`src/rtl/dpmem_pkg.sv`:
```
package dpmem_pkg;
  localparam int unsigned WORD_BITS  = 64;
  localparam int unsigned LANES      = WORD_BITS / 8;
  localparam int unsigned HALF_LANES = LANES / 2;

  typedef logic [LANES-1:0]     lane_mask_t;
  typedef logic [WORD_BITS-1:0] word_t;

  // Keep only the enables that fall in the selected half.
  function automatic lane_mask_t half_mask(input lane_mask_t be, input logic upper);
    lane_mask_t m;
    for (int unsigned i = 0; i < LANES; i++)
      m[i] = be[i] & ((i >= HALF_LANES) == upper);
    return m;
  endfunction
endpackage

```
`src/rtl/dpmem_lane_cmp.sv`:
```
module dpmem_lane_cmp
  import dpmem_pkg::*;
#(
  parameter int unsigned AW = 4
) (
  input  logic       clk,
  input  logic       rst_n,
  input  logic       cpu_valid,
  input  logic       cpu_we,
  input  logic [AW-1:0] cpu_addr,
  input  lane_mask_t cpu_be,
  input  logic       rb_valid,
  input  logic       rb_we,
  input  logic [AW-1:0] rb_addr,
  input  lane_mask_t rb_lanes,
  output logic       rb_stall,
  output lane_mask_t rb_wmask,
  output lane_mask_t fwd_mask
);
  logic       same_word;
  lane_mask_t overlap;
  lane_mask_t stall_lane;

  assign same_word = cpu_valid & rb_valid & (cpu_addr == rb_addr);

  for (genvar i = 0; i < LANES; i++) begin : g_lane
    always_comb begin
      overlap[i]    = same_word & cpu_be[i] & rb_lanes[i];
      stall_lane[i] = overlap[i] & cpu_we & ~rb_we;
      fwd_mask[i]   = overlap[i] & ~cpu_we & rb_we;
      rb_wmask[i]   = rb_valid & rb_we & rb_lanes[i] & ~(overlap[i] & cpu_we);
    end
  end

  assign rb_stall = |stall_lane;

  p_rr_nostall_r4: assert property (@(posedge clk) disable iff (!rst_n)
    (rb_valid && !rb_we && !(cpu_valid && cpu_we)) |-> !rb_stall);
  p_wr_nostall_r7: assert property (@(posedge clk) disable iff (!rst_n)
    (rb_valid && rb_we) |-> !rb_stall);
  p_far_word_r8: assert property (@(posedge clk) disable iff (!rst_n)
    (cpu_addr != rb_addr) |-> (!rb_stall && fwd_mask == '0));
endmodule

```
`src/rtl/dpmem_rb_seq.sv`:
```
module dpmem_rb_seq
  import dpmem_pkg::*;
(
  input  logic       clk,
  input  logic       rst_n,
  input  logic       rb_valid,
  input  lane_mask_t rb_be,
  input  logic       rb_stall,
  output logic       upper,
  output lane_mask_t lanes,
  output logic       xfer,
  output logic       rb_ready
);
  logic ph_q, ph_d;
  logic lo_any, hi_any, last;

  always_comb begin
    lo_any   = |rb_be[HALF_LANES-1:0];
    hi_any   = |rb_be[LANES-1:HALF_LANES];
    upper    = ph_q | ~lo_any;
    lanes    = half_mask(rb_be, upper);
    last     = upper | ~hi_any;
    xfer     = rb_valid & ~rb_stall;
    rb_ready = xfer & last;
    ph_d     = ph_q;
    if (xfer) ph_d = ~last;
  end

  always_ff @(posedge clk or negedge rst_n) begin
    if (!rst_n)    ph_q <= 1'b0;
    else if (xfer) ph_q <= ph_d;
  end

  p_stall_blocks_r5: assert property (@(posedge clk) disable iff (!rst_n)
    rb_stall |-> !rb_ready);
  p_half_return_r3: assert property (@(posedge clk) disable iff (!rst_n)
    rb_ready |=> !ph_q);
endmodule

```
`src/rtl/dpmem_store.sv`:
```
module dpmem_store
  import dpmem_pkg::*;
#(
  parameter int unsigned DEPTH = 16,
  parameter int unsigned AW    = 4
) (
  input  logic          clk,
  input  logic          rst_n,
  input  logic [AW-1:0] cpu_addr,
  input  lane_mask_t    cpu_wmask,
  input  word_t         cpu_wdata,
  input  logic [AW-1:0] rb_addr,
  input  lane_mask_t    rb_wmask,
  input  word_t         rb_wdata,
  output word_t         cpu_word,
  output word_t         rb_word
);
  logic [DEPTH*WORD_BITS-1:0] flat;

  for (genvar w = 0; w < DEPTH; w++) begin : g_word
    logic cpu_hit, rb_hit;
    assign cpu_hit = (cpu_addr == AW'(w));
    assign rb_hit  = (rb_addr  == AW'(w));
    for (genvar l = 0; l < LANES; l++) begin : g_byte
      logic [7:0] byte_q;
      always_ff @(posedge clk) begin
        if (cpu_hit && cpu_wmask[l])
          byte_q <= cpu_wdata[l*8 +: 8];
        else if (rb_hit && rb_wmask[l])
          byte_q <= rb_wdata[l*8 +: 8];
      end
      assign flat[w*WORD_BITS + l*8 +: 8] = byte_q;
    end
  end

  assign cpu_word = flat[cpu_addr*WORD_BITS +: WORD_BITS];
  assign rb_word  = flat[rb_addr*WORD_BITS +: WORD_BITS];

  p_one_writer_r7: assert property (@(posedge clk) disable iff (!rst_n)
    !((cpu_addr == rb_addr) && |(cpu_wmask & rb_wmask)));
endmodule

```
`src/rtl/dpmem_arbiter.sv`:
```
module dpmem_arbiter
  import dpmem_pkg::*;
#(
  parameter int unsigned DEPTH = 16,
  localparam int unsigned AW   = $clog2(DEPTH)
) (
  input  logic          clk,
  input  logic          rst_n,
  input  logic          cpu_valid,
  output logic          cpu_ready,
  input  logic          cpu_we,
  input  logic [AW-1:0] cpu_addr,
  input  logic [7:0]    cpu_be,
  input  logic [63:0]   cpu_wdata,
  output logic          cpu_rvalid,
  output logic [63:0]   cpu_rdata,
  input  logic          rb_valid,
  output logic          rb_ready,
  input  logic          rb_we,
  input  logic [AW-1:0] rb_addr,
  input  logic [7:0]    rb_be,
  input  logic [63:0]   rb_wdata,
  output logic          rb_rvalid,
  output logic [63:0]   rb_rdata
);
  logic       rst_meta_q, rst_q;
  logic       upper, xfer, rb_stall;
  lane_mask_t lanes, rb_wmask, fwd_mask, cpu_wmask;
  word_t      cpu_word, rb_word;
  word_t      cpu_rdata_d, rb_rdata_d;
  logic       cpu_rd, rb_cap;

  // Reset: asserted at once, released two edges later.
  always_ff @(posedge clk or negedge rst_n) begin
    if (!rst_n) {rst_q, rst_meta_q} <= 2'b00;
    else        {rst_q, rst_meta_q} <= {rst_meta_q, 1'b1};
  end

  assign cpu_ready = 1'b1;
  assign cpu_wmask = (cpu_valid && cpu_we) ? cpu_be : '0;
  assign cpu_rd    = cpu_valid & ~cpu_we;
  assign rb_cap    = xfer & ~rb_we;

  dpmem_rb_seq i_seq (
    .clk(clk), .rst_n(rst_q), .rb_valid(rb_valid), .rb_be(rb_be),
    .rb_stall(rb_stall), .upper(upper), .lanes(lanes), .xfer(xfer),
    .rb_ready(rb_ready)
  );

  dpmem_lane_cmp #(.AW(AW)) i_cmp (
    .clk(clk), .rst_n(rst_q), .cpu_valid(cpu_valid), .cpu_we(cpu_we),
    .cpu_addr(cpu_addr), .cpu_be(cpu_be), .rb_valid(rb_valid), .rb_we(rb_we),
    .rb_addr(rb_addr), .rb_lanes(lanes), .rb_stall(rb_stall),
    .rb_wmask(rb_wmask), .fwd_mask(fwd_mask)
  );

  dpmem_store #(.DEPTH(DEPTH), .AW(AW)) i_store (
    .clk(clk), .rst_n(rst_q), .cpu_addr(cpu_addr), .cpu_wmask(cpu_wmask),
    .cpu_wdata(cpu_wdata), .rb_addr(rb_addr), .rb_wmask(rb_wmask),
    .rb_wdata(rb_wdata), .cpu_word(cpu_word), .rb_word(rb_word)
  );

  // Next-state: CPU read merge with forwarding, remote half capture.
  always_comb begin
    rb_rdata_d = rb_rdata;
    for (int unsigned i = 0; i < LANES; i++) begin
      cpu_rdata_d[i*8 +: 8] = fwd_mask[i] ? rb_wdata[i*8 +: 8] : cpu_word[i*8 +: 8];
      if ((i >= HALF_LANES) == upper)
        rb_rdata_d[i*8 +: 8] = rb_word[i*8 +: 8];
    end
  end

  always_ff @(posedge clk or negedge rst_q) begin
    if (!rst_q) begin
      cpu_rvalid <= 1'b0;
      rb_rvalid  <= 1'b0;
    end else begin
      cpu_rvalid <= cpu_rd;
      rb_rvalid  <= rb_ready & ~rb_we;
    end
  end

  always_ff @(posedge clk) begin
    if (cpu_rd) cpu_rdata <= cpu_rdata_d;
    if (rb_cap) rb_rdata  <= rb_rdata_d;
  end

  p_cpu_rvalid_r2: assert property (@(posedge clk) disable iff (!rst_q)
    (cpu_valid && !cpu_we) |=> cpu_rvalid);
  p_rb_rvalid_r3: assert property (@(posedge clk) disable iff (!rst_q)
    (rb_ready && !rb_we) |=> rb_rvalid);
  p_ready_valid_r3: assert property (@(posedge clk) disable iff (!rst_q)
    rb_ready |-> rb_valid);

  for (genvar i = 0; i < LANES; i++) begin : g_fwd_chk
    p_forward_r6: assert property (@(posedge clk) disable iff (!rst_q)
      (cpu_rd && rb_valid && rb_we && rb_be[i] && lanes[i] && cpu_be[i]
       && cpu_addr == rb_addr)
      |=> cpu_rdata[i*8 +: 8] == $past(rb_wdata[i*8 +: 8]));
  end
endmodule

```
`config.mk`:
```
export PLATFORM = sky130hd
export DESIGN_NAME = dpmem_arbiter
export DESIGN_NICKNAME = d
export VERILOG_FILES = /design/src/rtl/dpmem_pkg.sv /design/src/rtl/dpmem_lane_cmp.sv /design/src/rtl/dpmem_rb_seq.sv /design/src/rtl/dpmem_store.sv /design/src/rtl/dpmem_arbiter.sv
export SDC_FILE = /design/constraint.sdc
export NUM_CORES = 2
export LEC_CHECK = 0
export CAP_MARGIN = 20
export CORE_ASPECT_RATIO = 2
export CORE_MARGIN = 2
export CORE_UTILIZATION = 40
export CTS_CLUSTER_SIZE = 16
export DETAILED_ROUTE_END_ITERATION = 6
export PLACE_DENSITY_LB_ADDON = 0.3
export RECOVER_POWER = 50
export SLEW_MARGIN = 10
export SYNTH_ARGS = -nofsm -noshare
export SYNTH_HDL_FRONTEND = slang
export SYNTH_SLANG_ARGS = --single-unit
```
`constraint.sdc`:
```
create_clock -name clk -period 3.3 [get_ports clk]
set_input_delay 0.66 -clock clk [delete_from_list [all_inputs] [get_ports clk]]
set_output_delay 0.66 -clock clk [all_outputs]
set_load 0.005 [all_outputs]
```
Word level (Yosys, flattened, before mapping)
Index checks and enable logic that the tools add are counted.
Cells by class
  eq/ne operators: 31
  bitwise logic cells: 97
  mux-type cells: 265
  magnitude comparators: 0
  multipliers: 0
  add/subtract/negate cells: 0
  divide/modulo/power cells: 0
  reductions and logical operators: 392
  shifts and indexed selects: 2
Operator list (number)
  two-way mux 8 bit: 265
  indexed part select 1024 x 11 -> 64 bit: 2
  logical AND 1 bit: 257
  nonzero test 2 bit: 128
  AND 1 bit: 80
  equality test 4 bit, second input constant: 16
  equality test 4 x 3 -> 1 bit, second input constant: 8
  equality test 4 x 2 -> 1 bit, second input constant: 4
  NOT 1 bit: 15
  equality test 4 x 1 -> 1 bit, second input constant: 2
  logical NOT 4 bit: 2
  OR reduction 4 bit: 2
  OR reduction 8 bit: 1
  equality test 4 bit: 1
  AND reduction 2 bit: 2
  OR 1 bit: 2
Word-level totals
  bits in latches: 0
  register bits after elaboration: 1157
  memory bits (read-only): 0
  logic and storage cells: 923
  memories kept: 0
  memory bits (writable): 0

Logic depth before layout (Yosys ltp)
  depth after elaboration: 13
  gate-level depth with buffers: 8
  mapped depth without buffers: 5

Hierarchy
A second synthesis with hierarchy kept.
Unflattened totals
  cell total of the unflattened synthesis: 3932
  area, all modules: 66486.3 um^2
By module, submodules not included
  dpmem_store: area an instance 60942.2 um^2, cells each 3644, times used 1, sequential area each 30749.5 um^2
  dpmem_arbiter: area an instance 5084.9 um^2, cells each 218, times used 1, sequential area each 3943.8 um^2
  dpmem_lane_cmp: area an instance 326.6 um^2, cells each 52, times used 1, sequential area each 0.0 um^2
  dpmem_rb_seq: area an instance 132.6 um^2, cells each 18, times used 1, sequential area each 25.0 um^2

Worst setup path before layout
OpenSTA, ideal clock, no wires.
  path type: in2reg
  start: input port cpu_addr[0]
  end: register rb_rdata[0] (enable)
  required time: 2.798 ns
  cell stages on the path: 7
  setup slack: -1.858 ns
  library setup time: 0.502 ns
  data arrival time: 4.657 ns
  path buffers: 2
  cell sequence: buf_4 -> xnor2_1 -> and3_1 -> buf_2 -> o2111ai_1 -> a21boi_0 -> nor4_1
Between the ends
  word-level cells in the longest chain between the ends: 11
Ends and longest elaborated chain
  start: declaration: RTL line dpmem_arbiter.sv:12  | input logic [AW-1:0] cpu_addr,
  equality test 4 bit *: RTL line dpmem_lane_cmp.sv:24  | assign same_word = cpu_valid & rb_valid & (cpu_addr == rb_addr);
  AND 1 bit *: RTL line dpmem_lane_cmp.sv:24
  AND 1 bit (2 in series): RTL line dpmem_lane_cmp.sv:28  | overlap[i] = same_word & cpu_be[i] & rb_lanes[i];
  AND 1 bit (2 in series): RTL line dpmem_lane_cmp.sv:29  | stall_lane[i] = overlap[i] & cpu_we & ~rb_we;
  OR reduction 8 bit *: RTL line dpmem_lane_cmp.sv:35  | assign rb_stall = |stall_lane;
  NOT 1 bit *: RTL line dpmem_rb_seq.sv:23  | xfer = rb_valid & ~rb_stall;
  AND 1 bit *: RTL line dpmem_rb_seq.sv:23
  AND 1 bit *: RTL line dpmem_arbiter.sv:42  | assign rb_cap = xfer & ~rb_we;
  AND reduction 2 bit (no line) *
  end signal: assignment: RTL line dpmem_arbiter.sv:85  | if (rb_cap) rb_rdata <= rb_rdata_d;
  end: declaration: RTL line dpmem_arbiter.sv:24  | output logic [63:0] rb_rdata
Every way passes the cells marked *; elsewhere a longest branch is shown, timed or not.
A chain may end at the register's enable or synchronous reset.

Final worst setup path
  start: input port cpu_valid
  end: register i_store.g_word[7].g_byte[7].byte_q[4] (enable)
Between the ends
  word-level cells in the longest chain between the ends: 9
Ends and longest elaborated chain
  start: declaration: RTL line dpmem_arbiter.sv:9  | input logic cpu_valid,
  AND 1 bit (2 in series): RTL line dpmem_lane_cmp.sv:24
  AND 1 bit (2 in series): RTL line dpmem_lane_cmp.sv:28
  AND 1 bit: RTL line dpmem_lane_cmp.sv:31  | rb_wmask[i] = rb_valid & rb_we & rb_lanes[i] & ~(overlap[i] & cpu_we);
  NOT 1 bit: RTL line dpmem_lane_cmp.sv:31
  AND 1 bit: RTL line dpmem_lane_cmp.sv:31
  logical AND 1 bit: RTL line dpmem_store.sv:29  | else if (rb_hit && rb_wmask[l])
  nonzero test 2 bit (no line) *
  end signal: assignment: RTL line dpmem_store.sv:28  | byte_q <= cpu_wdata[l*8 +: 8];
  end signal: assignment: RTL line dpmem_store.sv:30  | byte_q <= rb_wdata[l*8 +: 8];
  end: declaration: RTL line dpmem_store.sv:25  | logic [7:0] byte_q;
Marked as above.

==> metrics.md <==
| Metric | Value |
|---|---|
| Status | `finished, violations left` |
| Failing checks | `max-capacitance violations, max-slew violations` |
| Setup TNS | `0 ns` |
| R2R depth | `10` |
| Worst Setup EP | `i_store.g_word[7].g_byte[7].byte_q[4]` |
| TritonCTS Sinks | `about 1.2k` |
| Pwr dens | `about 440 nW/µm²` |
| Combinational power share | `a little under an eighth` |
| Worst EP required | `3.62 ns` |
| Tot GR Track Use | `26.09%` |
| Total congestion overflow | `0` |
| Worst min path class | `reg2async` |
| CP Capture Type | `register` |
| Fin. Hold Viols | `0` |
| Clock tree buffer depth | `3` |
| Sw power | `slightly below 0.008 W` |
| Core area | `approximately 160000 µm²` |
| EDFF count, synth | `roughly 1.2k` |
| Fin util | `46.91%` |
| NumNets Final | `between 4k and 5k` |
| Vias | `39.97k` |
| Global-route wire length before repair | `~310 mm` |
| Reg2reg start | `i_seq.ph_q` |
| TritonCTS clock tree | `yes` |
| Design area | `approximately 76000 µm²` |
| Synth top area share | `53.36%` |
| Final WL | `between 200 and 250 mm` |
| Die area | `around 170000 µm²` |
| Count leader, synth | `edfxtp_1` |
| Switching part of the total | `a little under a quarter` |
| Yosys reg bits | `between 1k and 1.5k` |
| Hpwl dp | `153.8 mm` |
| Antenna Nets Post-Route | `0` |
| R2R Setup Slk | `~0.84 ns` |
| Hold buffers post-CTS | `0` |
| Total Power | `between 0.03 and 0.04 W` |
| Pint | `~0.026 W` |
| Clock share of power | `39.3%` |
| Row count | `approximately 210` |
| Layout cells sized above 1 | `between 50 and 60%` |
| # DRC | `0` |
| Vias in the first global route | `about 43k` |
| Worst slew pin tran | `1.596 ns` |
| Worst skew pair latency | `a little over 0.7 ns` |
| CP startpoint | `cpu_valid` |
| Crit path kind | `in2reg` |
| Htree depth | `3` |
| Synth Flop Type | `edfxtp_1` |
| Yosys Warn Count | `0` |
| Crit path max fanout | `10` |
| Leading cell types by count after synthesis | `edfxtp_1 (1152), mux2_2 (1067), mux4_2 (576)` |
| Initial drt markers | `3757` |
| Post-synth cell types | `52` |
| Worst relative slew slack | `-6.403%` |
| Clk_skew | `between 0.02 and 0.03 ns` |
| Cell taking the most area after synthesis | `edfxtp_1` |
| CTS root buffer | `clkbuf_16` |
| Top post-synthesis cells by area | `edfxtp_1 (53%), mux4_2 (20%), mux2_2 (19%)` |
| # IOs | `290` |
| Final setup violation count | `0` |
| FMAX | `a little over 300 MHz` |
| TritonCTS buffer count | `around 110` |
| VDD IR-drop max | `~0.00041 V` |
| Reg-to-reg endpoint | `rb_rdata[61]` |
| Initial core utilization | `40.12%` |
| Cell Area, Placed | `~73000 µm²` |
| Cells after synthesis | `between 3k and 4k` |
| Sequential Power Share | `between 40% and 50%` |
| FFs w/ async S/R, synth | `less than 1%` |
| Vias per Instance | `roughly 6.2` |
| Initial antenna violation count | `22` |
| Critical Path Source Type | `primary input` |
| Tcrit/Tclk final | `between 90% and 100%` |
| Unrepaired setup endpoints after global routing | `false` |
| Slew Viols, Final | `39` |
| Port Buffer Count | `288` |
| Clock-pin slew on the worst setup and hold paths | `approximately 0.06 ns` |
| Hold_ws | `approximately 0.16 ns` |
| Max-Cap Viols | `1` |
| GPL Wtd Cong | `between 0.9 and 1` |
| Leak | `about 25 nW` |
| Mean Syn Cell Area | `around 17 µm²` |
| Minimum clock period | `3.298 ns` |
| Die H | `around 570 µm` |
| TritonRoute pass-1 iters | `6` |
| Seq/Total Area, Yosys | `a little over half` |
| Mapped Area | `between 60000 and 70000 µm²` |
| Worst EP arrival | `approximately 3.6 ns` |
| Area Overhead vs Synth | `16.94%` |
| Drt wl/cell | `~34 µm` |
| Largest net degree at the start of global routing | `~110` |
| Width of the die | `between 200 and 300 µm` |
[metrics by stage]
| stage | instances | setup WS [ns] |
|---|---|---|
| floorplan | 3750 | -0.5483 |
| global placement | 6234 | -0.8531 |
| detailed placement | 6234 | -0.7748 |
| CTS | 6431 | 0.004435 |
| global route | 6436 | 0.01717 |
| finish | 6442 | 0.002153 |
[worst min-delay path by stage]
stage	startpoint	cells after the start	slack [ns]	to
2_1_floorplan	rst_q	0	0.03	cpu_rvalid
3_3_place_gp	rst_q	0	0.14	cpu_rvalid
3_5_place_dp	rst_q	0	0.14	cpu_rvalid
4_1_cts	rst_n	1	0.07	rst_q
5_1_grt	rst_q	0	0.16	cpu_rvalid
6_report	rst_q	0	0.16	cpu_rvalid
[worst max-delay path, stage by stage]
cell,delay (ns)
dlygate4sd3_1,0.61
clkbuf_1,0.57
and2_0,0.28
clkbuf_2,0.26
nand2_1,0.32
o22ai_1,0.26
clkbuf_1,0.64
[cell type report]
cell class	instances	area (µm²)
Clock inverter	66	762.0
Timing Repair Buffer	707	6062
Inverter	6	22.52
Multi-Input combinational cell	2255	28730
Tap cell	2110	2640
Clock buffer	130	2849
Fill cell	13970	85790
Sequential cell	1157	34720
Antenna cell	11	27.53
[power groups by stage]
stage	registers [W]	clock network, W	logic, W
after floorplan	0.0168	0	0.00232
after global placement	0.0168	0	0.00391
after detailed placement	0.0168	0	0.00395
after CTS	0.0165	0.0134	0.00398
after global routing	0.0165	0.0139	0.00413
final	0.0165	0.0132	0.00391
[placed cells by master (no fill, tap or decap), types with 4 or more instances in the layout]
master | synthesis | layout
clkbuf_2 | 0 | 49
mux4_2 | 576 | 576
nor2_1 | 11 | 9
nor2_2 | 41 | 41
or3_1 | 7 | 7
clkinv_2 | 0 | 16
and3_1 | 10 | 10
a22oi_1 | 129 | 129
mux2_2 | 1067 | 1067
bufinv_16 | 0 | 17
o21ai_1 | 7 | 16
nand2b_1 | 5 | 5
dlygate4sd3_1 | 0 | 132
o21ai_0 | 85 | 76
dfrtp_1 | 5 | 5
clkinv_1 | 0 | 22
clkbuf_16 | 0 | 111
nor2b_1 | 7 | 5
mux2_1 | 21 | 21
nand2_1 | 171 | 179
clkdlybuf4s50_1 | 0 | 143
buf_12 | 0 | 39
nand3_1 | 19 | 19
nand4_1 | 5 | 5
buf_4 | 8 | 247
clkbuf_1 | 223 | 105
nor3_2 | 4 | 4
o22ai_1 | 40 | 40
diode_2 | 0 | 11
inv_1 | 6 | 6
clkinvlp_4 | 0 | 6
edfxtp_1 | 1152 | 1152
[flip-flops by register name (all words and copies together), names as in the netlist]
signal and flops:
rst_meta_q 1, i_store.g_word.g_byte.byte_q 1024, cpu_rvalid 1, rb_rdata 64, rb_rvalid 1, i_seq.ph_q 1
cpu_rdata 64, rst_q 1
[cell families after synthesis]
| logic type | Yosys count | share of synthesized area, % |
|---|---|---|
| DFF | 1157 | 53.55 |
| xor gates and xnor gates | 4 | 0.06563 |
| muxes | 1664 | 38.91 |
| and+or+nand+nor | 315 | 2.569 |
| buffers and inverters | 338 | 2.190 |
| other | 1 | 0.005784 |
| AOI/OAI and AO/OA | 270 | 2.710 |
[layer usage]
metal | up-vias | GRT usage, % | share of wire [%]
li1 | 16670 | - | -
met1 | 20850 | 28.08 | 33
met2 | 1767 | 48.06 | 54
met3 | 653 | 4.157 | 6.5
met4 | 24 | 14.31 | 6.4
met5 | - | 0.5357 | 0.074
[timing repair]
action | 4_1_cts | 5_1_grt
setup endpoints to repair | 1 | 1
setup buffers | 1 | 0
resized for setup | 19 | 10
pin swaps | 4 | 4
No activity file was read; power rests on OpenSTA's default activity.
